File: src/rtl/hb_commit.sv
module hb_commit #(
  parameter int NREG = 16,
  parameter int DW   = 32,
  parameter int IW   = 6,
  localparam int RW  = $clog2(NREG),
  localparam int CW  = $clog2(NREG + 1)
) (
  input  logic          clk,
  input  logic          rst_n,
  input  logic          start,
  input  logic [CW-1:0] start_count,
  input  logic          wr_valid,
  input  logic [RW-1:0] wr_reg,
  input  logic [IW-1:0] wr_idx,
  input  logic [DW-1:0] wr_data,
  input  logic          exit_valid,
  input  logic [IW-1:0] exit_idx,
  input  logic [CW-1:0] exit_count,
  input  logic          flush,
  output logic          rf_we,
  output logic [RW-1:0] rf_addr,
  output logic [DW-1:0] rf_data,
  output logic          commit_done,
  output logic          dup_err
);

  typedef enum logic [1:0] {S_IDLE, S_COLLECT, S_DRAIN} st_t;

  st_t           st;
  logic [NREG-1:0] vld;
  logic [DW-1:0] dat [NREG];
  logic [IW-1:0] pos [NREG];
  logic [CW-1:0] want;
  logic          cut_on;
  logic [IW-1:0] cut_pos;

  logic [CW-1:0] held;
  logic [RW-1:0] sel;
  logic [NREG-1:0] keep, add;

  always_comb begin
    held = '0;
    for (int i = 0; i < NREG; i++) held = held + CW'(vld[i]);
  end

  always_comb begin
    sel = '0;
    for (int i = NREG - 1; i >= 0; i--) if (vld[i]) sel = RW'(i);
  end

  wire reach     = (st == S_COLLECT) && (held == want);
  wire open_win  = (st == S_COLLECT) && !reach;
  wire exit_fire = open_win && exit_valid && (!cut_on || exit_idx < cut_pos);
  wire lim_on    = cut_on || exit_fire;
  wire [IW-1:0] lim_pos = exit_fire ? exit_idx : cut_pos;
  wire wr_ok     = open_win && wr_valid && !(lim_on && wr_idx > lim_pos);

  always_comb
    for (int i = 0; i < NREG; i++)
      keep[i] = vld[i] && !(exit_fire && pos[i] > exit_idx);

  wire dup   = wr_ok && keep[wr_reg];
  wire store = wr_ok && !keep[wr_reg];
  assign add = store ? (NREG'(1) << wr_reg) : '0;

  assign rf_we       = (st == S_DRAIN) && (|vld);
  assign rf_addr     = sel;
  assign rf_data     = dat[sel];
  assign commit_done = (st == S_DRAIN) && !(|vld);

  always_ff @(posedge clk or negedge rst_n) begin
    if (!rst_n) begin
      st      <= S_IDLE;
      vld     <= '0;
      want    <= '0;
      cut_on  <= 1'b0;
      cut_pos <= '0;
      dup_err <= 1'b0;
    end else begin
      dup_err <= dup && !flush;
      if (flush) begin
        st     <= S_IDLE;
        vld    <= '0;
        cut_on <= 1'b0;
      end else begin
        case (st)
          S_IDLE: if (start) begin
            st     <= S_COLLECT;
            want   <= start_count;
            cut_on <= 1'b0;
          end
          S_COLLECT: begin
            if (reach) st <= S_DRAIN;
            vld <= keep | add;
            if (exit_fire) begin
              cut_on  <= 1'b1;
              cut_pos <= exit_idx;
              want    <= exit_count;
            end
          end
          S_DRAIN: begin
            if (|vld) vld[sel] <= 1'b0;
            else st <= S_IDLE;
          end
          default: st <= S_IDLE;
        endcase
      end
    end
  end

  always_ff @(posedge clk) begin
    if (store) begin
      dat[wr_reg] <= wr_data;
      pos[wr_reg] <= wr_idx;
    end
  end


  ascending_drain_chk: assert property (@(posedge clk) disable iff (!rst_n)
    rf_we && $past(rf_we) |-> rf_addr > $past(rf_addr));


  done_then_idle_chk: assert property (@(posedge clk) disable iff (!rst_n)
    commit_done |=> st == S_IDLE && !commit_done);


  dup_needs_write_chk: assert property (@(posedge clk) disable iff (!rst_n)
    dup_err |-> $past(wr_valid));


  flush_empties_chk: assert property (@(posedge clk) disable iff (!rst_n)
    flush |=> vld == '0 && !rf_we);


  idle_empty_chk: assert property (@(posedge clk) disable iff (!rst_n)
    st == S_IDLE |-> vld == '0);

endmodule

File: config.mk
export PLATFORM = sky130hd
export DESIGN_NAME = hb_commit
export DESIGN_NICKNAME = d
export VERILOG_FILES = /design/src/rtl/hb_commit.sv
export SDC_FILE = /design/constraint.sdc
export NUM_CORES = 1
export LEC_CHECK = 0
export ABC_AREA = 1
export BUFFER_PORTS_ARGS = -buffer_cell sky130_fd_sc_hd__buf_4
export CORE_MARGIN = 2
export CORE_UTILIZATION = 34
export DETAILED_ROUTE_END_ITERATION = 7
export SLEW_MARGIN = 20
export SYNTH_ARGS = -nofsm -noshare
export SYNTH_HDL_FRONTEND = slang
export SYNTH_SLANG_ARGS = --single-unit
File: constraint.sdc
create_clock -name clk -period 7.2 [get_ports clk]
set_input_delay 0.36 -clock clk [delete_from_list [all_inputs] [get_ports clk]]
set_output_delay 0.36 -clock clk [all_outputs]
set_load 0.01 [all_outputs]
==> impl_results.md <==
* Required time of the worst setup path at 7.51 ns
* Drt wl/cell at 21.16 um
* Die width at 297.9 um
* Finished layout cell area at 33730 um2
* Period Utilization, post-route at 0.9244
* Number of clock sinks seen by CTS at 639
* Ports at 103
* Number of enable-type register cells in the synthesized netlist at 608
* Wire length of the first global-routing pass at 123.7 mm
* Full die area at 88760 um2
* Synthesized netlist net count at 2755
* Status: finished clean
* Number of antenna violations at the first check in global routing at 0
* Most numerous cell on the critical path: inv_1
* Final core utilization at 0.3949
* Area growth syn-to-layout at 14.84%
* Peak Freq at 0.1502 GHz
* HPWL after detailed placement at 46.24 mm
* DRC Markers at 0
* Count of final hold-check violations at 0
* Reg2reg setup slack at 0.54 ns
* Initial Util at 0.3439
* Cell with the most instances after synthesis: edfxtp_1
* Type of the worst setup path: register to register
* Routed Antenna Nets at 0
* Asr flop ratio synth at 0.04851
* Max-slew violation total from the final report at 0
* Average cell area after synthesis at 11.44 um2
* CP max FO at 28
* Share of the synthesized area in the top cell type at 0.6216
* Least-Margin Pin Slew at 1.141 ns
* Total power divided by cell area at 311.0 nW/um2
* Main synth FF type: edfxtp_1
* RSZ-0062 raised after global routing: no
* Element type at the critical path end: register
* Cell variety after synth at 42
* Number of cells produced by synthesis at 2568
* Overflow left after global routing at 0
* Skew-Pair Late Insertion Delay at 0.62 ns
* Setup clock skew after layout at 0.03331 ns
* Maxcap violations at 0
* Die Ht at 297.9 um
* Crit-path slowest cell: fa_1
* Share of synthesized area occupied by flip-flops and latches at 0.6480
* Buffer levels on the longest clock path at 3
* CTS tree: done
* Total detailed-routing wirelength at 81.14 mm
* Data arrival time at the worst-slack endpoint at 6.96 ns
* Top cell types by occurrence after synthesis: edfxtp_1, nand2_1, nand3_1, nand4_1, inv_1
* Worst slew slack as a fraction of its limit at 0.2363
* Root Buffer Master: clkbuf_16
* Synthesis Warnings at 0
* Library cell occupying the most area in the post-synthesis netlist: edfxtp_1
* Post-route setup TNS at 0 ns
* Placeable core region at 85410 um2
* Initial DRC count at 1794
* Standby leakage power at 12.84 nW
* RePlAce Congestion at 0.8823
* Cell area after synthesis at 29370 um2
* Leading cell types by total area after synthesis: edfxtp_1, nand2_1, nand3_1, nand4_1, ha_1
* Path class of the lowest-slack min-delay path: input port to register
* Maximum single-stage delay on the critical path at 0.54 ns
* Final net count at 2822
* VDD IR max at 0.2999 mV
* Placed insts at 3701
* Share of layout cells above drive strength 1 at 0.1115
* Overall power at 0.01049 W
* Pin count of the biggest net entering global routing at 230
* Number of hold buffers added after cts at 6
* Number of H-tree branching levels at 3
* Cell area reported after detailed placement at 31400 um2
* IO buf count at 102
* Antenna cells at 0
* Vias per cell at 5.316
* Setup crit start kind: register
* Time the worst path needs with I/O delays and setup at 6.656 ns
* Flip-flop and latch count after synthesis at 639
* Vias after detailed routing at 20390
* Iteration count of the initial detailed-routing pass at 7
* Number of gates resized after CTS at 0
* Number of standard cells in the layout, taps in and fillers out at 3835
* Fill cell count at 8181
* Clock edge transition at the registers on the reported setup and hold paths at 0.06 ns
* Overall global routing resource usage at 0.1801
* Site row count at 107
* Number of clock buffers inserted by TritonCTS at 70
* Post-CTS setup buffer count at 0
* Via count of the first global-routing pass at 19900
* Number of failing setup endpoints in the final timing report at 0
[state kept, by name, indices dropped and copies added (netlist names)]
name	flops
cut_on	1
pos	96
cut_pos	6
dat	512
st	2
want	5
dup_err	1
vld	16
[final timing paths]
path	end	cells past startpoint	from
setup reg to reg	pos[4][5]	31	vld[5]
min in group asynchronous	cut_pos[3]	2	rst_n
max in group asynchronous	vld[14]	2	rst_n
hold / removal	want[3]	3	start_count[3]
hold reg to reg	cut_pos[3]	2	cut_pos[3]
setup / recovery	pos[4][5]	31	vld[5]
[placed cells by master (no fill, tap or decap), types with 18 or more instances in the layout]
master,count
dfrtp_1,31
buf_4,133
ha_1,113
inv_2,20
edfxtp_1,608
nand3_1,371
inv_1,165
nand2_1,518
clkbuf_16,72
nand3b_1,85
nor2_1,62
a31oi_1,18
o21ai_0,38
a21oi_1,65
nand4_1,237
[metrics by stage]
step | setup WS, ns | hold WS (ns)
floorplan | 0.3043 | 0.06441
global placement | 0.6005 | 0.3430
detailed placement | 0.5354 | 0.3500
CTS | 0.4950 | 0.005230
global route | 0.06572 | 0.03090
finish | 0.5443 | 0.02850
[power breakdown]
group / internal [W] / switching [W] / total, W / leakage, nW
Clock: 0.00209 / 0.00149 / 0.00358 / 1.11
Sequential: 0.00412 / 0.0000393 / 0.00416 / 5.88
Combinational: 0.000837 / 0.00191 / 0.00275 / 5.86
Total: 0.00705 / 0.00344 / 0.0105 / 12.8
[routing by layer]
metal / vias up / wire [um] / global-route usage
li1: 9461 / - / -
met2: 693 / 38950 / 0.2983
met1: 10120 / 35430 / 0.2450
met3: 115 / 4803 / 0.02494
met5: - / 0 / 0
met4: 0 / 1950 / 0.05564
[cells by family after synthesis]
kind of cell	synth area share
simple gates	0.2199
flops	0.6480
buf+inv	0.04699
compound gates	0.02897
fa+ha+maj	0.05495
xor+xnor	0.001193
[worst max-delay path, delay by kind of cell (launching register included)]
family          cells  cell delay [ns]
fa+ha+maj           7             2.97
buf+inv             9             1.25
simple gates       11             1.07
compound gates      4             0.57
flops               1             0.45
[cell type report]
| cell class | count | area, um2 | area share |
|---|---|---|---|
| sequential | 639 | 19030 | 0.5643 |
| multi-input combinational | 1586 | 9019 | 0.2674 |
| clock buffer | 84 | 1847 | 0.05475 |
| tap | 1144 | 1431 | 0.04244 |
| timing repair buffer | 149 | 1259 | 0.03732 |
| inverter | 189 | 721.9 | 0.02140 |
| clock inverter | 44 | 419.2 | 0.01243 |
(Power assumes the default switching activity.)
